$ cat src/rtl/fracsec_pkg.sv
package fracsec_pkg;
  localparam int unsigned SEC_W  = 32;
  localparam int unsigned FRAC_W = 16;
  localparam int unsigned CMP_W  = 24;
  localparam int unsigned WORD_W = 32;

  // sticky flag: a new event beats a clear in the same cycle
  function automatic logic sticky_next(input logic q, input logic set, input logic clr);
    return set | (q & ~clr);
  endfunction
endpackage

$ cat src/rtl/fracsec_counter.sv
module fracsec_counter
  import fracsec_pkg::*;
#(
  parameter int unsigned CNT_W = 48
) (
  input  logic             clk_i,
  input  logic             rst_ni,
  input  logic             tick_i,
  input  logic             init_i,
  input  logic [CNT_W-1:0] init_val_i,
  input  logic             clr_ovf_i,
  output logic [CNT_W-1:0] cnt_o,
  output logic [CNT_W-1:0] nxt_o,
  output logic             step_o,
  output logic             init_done_o,
  output logic             ovf_o
);
  logic [CNT_W-1:0] cnt_q;
  logic             init_done_q, ovf_q;
  logic             load, step, wrap;

  assign load = init_i & ~init_done_q;
  assign step = tick_i & ~load;
  assign wrap = step & (&cnt_q);

  always_ff @(posedge clk_i or negedge rst_ni) begin
    if (!rst_ni) begin
      cnt_q       <= '0;
      init_done_q <= 1'b0;
      ovf_q       <= 1'b0;
    end else begin
      if (load)      cnt_q <= init_val_i;
      else if (step) cnt_q <= nxt_o;
      if (load) init_done_q <= 1'b1;
      ovf_q <= sticky_next(ovf_q, wrap, clr_ovf_i);
    end
  end

  assign nxt_o       = cnt_q + CNT_W'(1);
  assign cnt_o       = cnt_q;
  assign step_o      = step;
  assign init_done_o = init_done_q;
  assign ovf_o       = ovf_q;
endmodule

$ cat src/rtl/fracsec_alarm.sv
module fracsec_alarm
  import fracsec_pkg::*;
#(
  parameter int unsigned CW = CMP_W
) (
  input  logic          clk_i,
  input  logic          rst_ni,
  input  logic          step_i,
  input  logic [CW-1:0] nxt_low_i,
  input  logic          cmp_we_i,
  input  logic [CW-1:0] cmp_val_i,
  input  logic          clr_match_i,
  output logic          match_o
);
  logic [CW-1:0] cmp_q;
  logic          match_q, hit;

  // write cycle masks the hit against both old and new value
  assign hit = step_i & ~cmp_we_i & (nxt_low_i == cmp_q);

  always_ff @(posedge clk_i or negedge rst_ni) begin
    if (!rst_ni) begin
      cmp_q   <= '0;
      match_q <= 1'b0;
    end else begin
      if (cmp_we_i) cmp_q <= cmp_val_i;
      match_q <= sticky_next(match_q, hit, clr_match_i);
    end
  end

  assign match_o = match_q;
endmodule

$ cat src/rtl/fracsec_snapshot.sv
module fracsec_snapshot #(
  parameter int unsigned HW = 16
) (
  input  logic          clk_i,
  input  logic          rst_ni,
  input  logic          rd_i,
  input  logic [HW-1:0] hi_i,
  output logic [HW-1:0] hi_o
);
  logic [HW-1:0] hi_q;

  always_ff @(posedge clk_i or negedge rst_ni) begin
    if (!rst_ni)   hi_q <= '0;
    else if (rd_i) hi_q <= hi_i;
  end

  assign hi_o = hi_q;
endmodule

$ cat src/rtl/fracsec_timer.sv
module fracsec_timer
  import fracsec_pkg::*;
#(
  parameter int unsigned SW    = SEC_W,
  parameter int unsigned FW    = FRAC_W,
  parameter int unsigned CW    = CMP_W,
  parameter int unsigned LW    = WORD_W,
  localparam int unsigned CNT_W = SW + FW,
  localparam int unsigned HI_W  = CNT_W - LW
) (
  input  logic             clk_i,
  input  logic             rst_ni,
  input  logic             tick_i,
  input  logic             init_i,
  input  logic [CNT_W-1:0] init_val_i,
  input  logic             cmp_we_i,
  input  logic [CW-1:0]    cmp_val_i,
  input  logic             clr_ovf_i,
  input  logic             clr_match_i,
  input  logic             rd_lo_i,
  output logic [LW-1:0]    cnt_lo_o,
  output logic [HI_W-1:0]  cnt_hi_o,
  output logic             ovf_o,
  output logic             match_o
);
  logic [CNT_W-1:0] cnt_q, cnt_nxt;
  logic             step, init_done_q;

  fracsec_counter #(.CNT_W(CNT_W)) i_counter (
    .clk_i, .rst_ni, .tick_i, .init_i, .init_val_i, .clr_ovf_i,
    .cnt_o(cnt_q), .nxt_o(cnt_nxt), .step_o(step),
    .init_done_o(init_done_q), .ovf_o(ovf_o)
  );

  fracsec_alarm #(.CW(CW)) i_alarm (
    .clk_i, .rst_ni, .step_i(step), .nxt_low_i(cnt_nxt[CW-1:0]),
    .cmp_we_i, .cmp_val_i, .clr_match_i, .match_o(match_o)
  );

  fracsec_snapshot #(.HW(HI_W)) i_snapshot (
    .clk_i, .rst_ni, .rd_i(rd_lo_i), .hi_i(cnt_q[CNT_W-1:LW]), .hi_o(cnt_hi_o)
  );

  assign cnt_lo_o = cnt_q[LW-1:0];
endmodule

$ cat config.mk
export PLATFORM = sky130hd
export DESIGN_NAME = fracsec_timer
export DESIGN_NICKNAME = d
export VERILOG_FILES = /design/src/rtl/fracsec_pkg.sv /design/src/rtl/fracsec_counter.sv /design/src/rtl/fracsec_alarm.sv /design/src/rtl/fracsec_snapshot.sv /design/src/rtl/fracsec_timer.sv
export SDC_FILE = /design/constraint.sdc
export NUM_CORES = 1
export LEC_CHECK = 0
export BUFFER_PORTS_ARGS = -buffer_cell sky130_fd_sc_hd__buf_2
export CORE_AREA = 4 4 138 140
export DETAILED_ROUTE_END_ITERATION = 12
export DIE_AREA = 0 0 142 144
export GPL_TIMING_DRIVEN = 0
export PLACE_DENSITY = 0.51
export SYNTH_ARGS = -nofsm -noshare
export SYNTH_HDL_FRONTEND = slang
export SYNTH_SLANG_ARGS = --single-unit
$ cat constraint.sdc
create_clock -name clk_i -period 4.9 [get_ports clk_i]
set_input_delay 0.98 -clock clk_i [delete_from_list [all_inputs] [get_ports clk_i]]
set_output_delay 0.98 -clock clk_i [all_outputs]
set_load 0.02 [all_outputs]
Word level (Yosys, flattened, before mapping). Cells that the tools add are included.

Register bits after elaboration: 91. Bits of input ports: 80. Output and inout port bits: 50. Word-level logic and storage cells: 26.

Add/sub/neg operators: 1. Equality and inequality tests: 1. Mux-type cells: 2. Bitwise logic cells: 14. Reduce and logical (&&, ||, !) cells: 2.

Operator list (count): 48-bit two-way mux (2); 48-bit by 1-bit adder with 48-bit output (second input constant) (1); 48-bit AND reduction (1); 24-bit equality test (1); 1-bit AND (7); 1-bit inverter (5); 1-bit OR (2); 2-bit nonzero test (1).

Depth between registers and ports, before layout.
Word-level depth: 7. Gate-level depth with buffers: 8. Gate-level depth less buffers: 7.

By module. From an unflattened synthesis, not the netlist that was laid out.

Cell total of the unflattened synthesis: 595. Area total of the unflattened synthesis: 5771.8 um^2.

By module, submodules not included: fracsec_counter (instances 1, cells an instance 474, area an instance 3931.3 um^2, sequential area each 1251.2 um^2); fracsec_alarm (instances 1, cells an instance 87, area an instance 1191.1 um^2, sequential area each 625.6 um^2); fracsec_snapshot (instances 1, cells an instance 34, area an instance 649.4 um^2, sequential area each 400.4 um^2).

Worst setup path after synthesis. OpenSTA, ideal clock, no wires.

Path type: register to register. Start point: register i_counter.cnt_q[0] (netlist: i_counter.cnt_o[0]). End point: register i_alarm.match_q (netlist: i_alarm.match_o). Setup time: 0.095 ns. Arrival time: 2.356 ns. Data required time: 4.805 ns. Setup slack: 2.448 ns. Stages on the path, launching flop included: 8. Buffers on the path: 0. Period minus slack after synthesis: 2.452 ns. Path through: dfrtp_1 > ha_1 > nand3_1 > or4_1 > o21ai_0 > a21oi_1 > a2111o_1 > o32ai_2.

Word-level cells in the longest chain between the ends: 4.

Ends and longest elaborated chain: start: declaration (line fracsec_counter.sv:18) `logic [CNT_W-1:0] cnt_q;`; start signal: assignment (line fracsec_counter.sv:32) `if (load) cnt_q <= init_val_i;`; start signal: assignment (line fracsec_counter.sv:33) `else if (step) cnt_q <= nxt_o;`; 48-bit by 1-bit adder with 48-bit output (line fracsec_counter.sv:39) `assign nxt_o = cnt_q + CNT_W'(1);`; 24-bit equality test (line fracsec_alarm.sv:19) `assign hit = step_i & ~cmp_we_i & (nxt_low_i == cmp_q);`; 1-bit AND (line fracsec_alarm.sv:19); 1-bit OR (line fracsec_pkg.sv:9) `return set | (q & ~clr);`; end signal: assignment (line fracsec_alarm.sv:27) `match_q <= sticky_next(match_q, hit, clr_match_i);`; end: declaration (line fracsec_alarm.sv:16) `logic match_q, hit;`.

Every way passes these cells. A chain may end at the register's enable or synchronous reset.

Final worst setup path. Ends and elaborated chain as after synthesis.

==> run metrics <==
YS warnings=0; Crit Reg-Reg Endpoint=i_alarm.match_o$_DFF_PN0_; FF-to-FF path depth=8; Mapped Nets=between 600 and 700; Setup CP Type=reg2reg; pre-CTS WS=about 1.9 ns; Reg2Reg Setup Slack=1.88 ns; Post-synth EDFFs=0; fin. max-slew vios=0; Final Hold Fails=0; synthesis-to-layout area growth=24.4%; Site Rows=49; WL/cell=16.2 um; hold bufs inserted after CTS=0; clk slew on worst S/H paths=0.07 ns; GR Util All Layers=14.9%; Bufs on Longest Clock Path=2; Simple-Gate Fraction of Synth Area=19.6%; Starting Density=29.6%; crit path buf inv count=1; FF-to-FF Start=i_counter.cnt_o[0]$_DFFE_PN0P_; Final Core Density=36.8%; status=completed; Post-synth ARST share=between 90% and 100%; core area=around 0.018 mm2; die area=0.0204 mm2; crit path max-delay cell type=dfrtp_1; Yosys reg bits=91; Die Wd=142 um; MaxCap Viol Count=0; first-pass GRT wire length=approximately 24000 um; clk_lat worst skew=between 0.3 and 0.4 ns; Avg Cell Area, Syn=~9.6 um2; share of cells above drive strength 1=33.8%; crit start category=flop; multi-input logic area=0.00259 mm2; post-route cell area=0.00657 mm2; GP Congestion=0.836; LEAKAGE=approximately 2.8 nW; cts bufs inserted=9; I/O Buffers=~130; detailed placement HPWL=11600 um; skew final=slightly above 0.008 ns; Fmax=0.331 GHz; Worst path depth=8; antenna viol nets, final=0; Pre-antenna DRT Iters=4; initial antenna violation count=1; Final nets=772; power per cell area=389 mW/mm2; mux cell area share after synthesis=8.94%; DP Area=0.00623 mm2; Final Setup Violations=0; largest family of logic cells by synthesized area=simple AND/OR/NAND/NOR gates; Seq/Total Area, Yosys=between 40% and 50%; Setup crit end kind=flop; setup tns final=0 ns; total congestion overflow=0; drt total wl=roughly 15000 um; delay of the slowest critical-path stage=0.56 ns; Worst Setup SP=i_counter.cnt_o[0]$_DFFE_PN0P_; vias in the first global route=4505; unrepaired setup endpoints after global routing=false; critical path arrival=3.29 ns; Final period util=61.6%; Slew @ Worst Pin=0.660 ns; delay-heaviest family, CP=simple AND/OR/NAND/NOR gates; slew margin rel.=a little under three fifths; H-tree depth=3; Compound-Gate Fraction of Synth Area=under 10%; min Tclk post-route=between 3 and 4 ns; Clock Root Buffer=clkbuf_16; Critical Path, Cell by Cell=ha_1, nand3_1, nor3_2, and3_1, buf_2, nand3_1, a2111o_1, o32ai_2; Post-route DRC=0; crit path capture=i_alarm.match_o$_DFF_PN0_; post-DR vias/cell=4.71; die height=144 um; WP data required=5.17 ns; xor/xnor share of the synthesized area=12.8%; Post-Synthesis Cells=around 550; Fill cells=1874; Distinct cells, synth=43; register area=0.00228 mm2; final worst slack=approximately 1.9 ns; Critical Path Fanout Max=9; Worst VDD drop=178 uV; ANT cells=0; IO Count=130; CP most frequent cell=nand3_1; postcts setup bufs=0; class of the worst hold path=reg2reg; Netlist Area Pre-Place=0.00528 mm2; DR iter-0 viols=234; CTS tree=built; Post-Synth Adder-Cell Area=less than 1%; post-cts repair resize count=0; Most used DFF post-synth=dfrtp_1; clock sink total=91; largest net degree at the start of global routing=64; Vias=4361
-- state kept, by name, indices dropped and copies added (netlist names) --
name,count
i_counter.cnt_o,48
i_alarm.cmp_q,24
i_snapshot.hi_o,16
i_alarm.match_o,1
i_counter.init_done_o,1
i_counter.ovf_o,1
-- stage by stage --
step	std cells	power (mW)	hold slack (ns)
2_1_floorplan	552	1.54	0.440
3_3_place_gp	908	1.77	0.451
3_5_place_dp	909	1.79	0.460
4_1_cts	925	2.59	0.476
5_1_grt	925	2.70	0.505
6_report	925	2.55	0.472
-- report_power, final --
| part | total (mW) | internal (mW) | switching (mW) |
|---|---|---|---|
| sequential | 0.996 | 0.866 | 0.130 |
| combinational | 0.773 | 0.354 | 0.419 |
| clock | 0.785 | 0.477 | 0.309 |
-- synthesized netlist by cell type, drive strengths merged, types with 3 or more instances --
master   n  share of area [%]
nand3   23                2.2
xor2    25                4.1
xnor2   52                8.6
nor4     9                1.6
nor3    15                1.5
nand2b   4               0.47
inv      9               0.64
nor2    20                1.4
and4     3               0.55
or3      3               0.36
nand4   20                2.9
o21ai   57                5.4
mux2    41                8.7
clkbuf  24                1.7
a31oi    3               0.36
and3    14                1.7
a21oi    3               0.28
or4      4               0.57
and2     4               0.47
nand2   71                5.0
buf     41                5.4
dfrtp   91                 43
-- worst min path at each step --
stage | from | endpoint | cells past startpoint
2_1_floorplan | i_counter.init_done_o$_DFFE_PN0P_ | i_counter.init_done_o$_DFFE_PN0P_ | 1
3_3_place_gp | i_counter.init_done_o$_DFFE_PN0P_ | i_counter.init_done_o$_DFFE_PN0P_ | 1
3_5_place_dp | i_counter.init_done_o$_DFFE_PN0P_ | i_counter.init_done_o$_DFFE_PN0P_ | 1
4_1_cts | i_counter.init_done_o$_DFFE_PN0P_ | i_counter.init_done_o$_DFFE_PN0P_ | 1
5_1_grt | i_counter.init_done_o$_DFFE_PN0P_ | i_counter.init_done_o$_DFFE_PN0P_ | 1
6_report | i_counter.init_done_o$_DFFE_PN0P_ | i_counter.init_done_o$_DFFE_PN0P_ | 1
-- cell families after synthesis --
family                   count (synthesis)
AND/OR/NAND/NOR                        196
flip-flops                              91
XOR/XNOR                                77
buffers and inverters                   74
AO/OA/AOI/OAI                           71
multiplexers                            42
adder cells (fa/ha/maj)                  1
-- final cells by class --
| class | count | share of cell area, % |
|---|---|---|
| clock buffers | 11 | 3.85 |
| repair buffers | 128 | 10.1 |
| plain buffers | 65 | 5.70 |
| inverters | 9 | 0.514 |
| well taps | 229 | 4.36 |
| flip-flops and latches | 91 | 34.7 |
| clock inverters | 5 | 1.30 |
| multi-input cells | 387 | 39.5 |
-- placed cells by master (no fill, tap or decap), types with 4 or more instances in the layout --
cell / netlist / routed
nand4_1: 18 / 18
inv_1: 9 / 9
clkbuf_16: 0 / 9
nor4_1: 7 / 7
mux2_2: 41 / 41
nor3_1: 14 / 14
and3_1: 14 / 14
nand3_1: 23 / 23
dfrtp_1: 91 / 91
nand2b_1: 4 / 4
nor2_1: 20 / 20
buf_2: 7 / 133
xnor2_1: 52 / 52
clkbuf_1: 23 / 23
xor2_1: 25 / 25
and2_1: 4 / 4
nand2_1: 71 / 71
or4_1: 4 / 4
buf_4: 32 / 33
o21ai_0: 57 / 57
-- metal layers --
layer / global-route usage [%] / wire (um) / share of wire, % / up-vias
li1: - / - / - / 2148
met1: 19.5 / 6690 / 45 / 2075
met2: 24.4 / 7130 / 48 / 116
met3: 3.08 / 872 / 5.8 / 20
met4: 5.30 / 250 / 1.7 / 2
met5: 0 / 13 / 0.087 / -
Note: power is estimated with default switching activity, not from simulation.
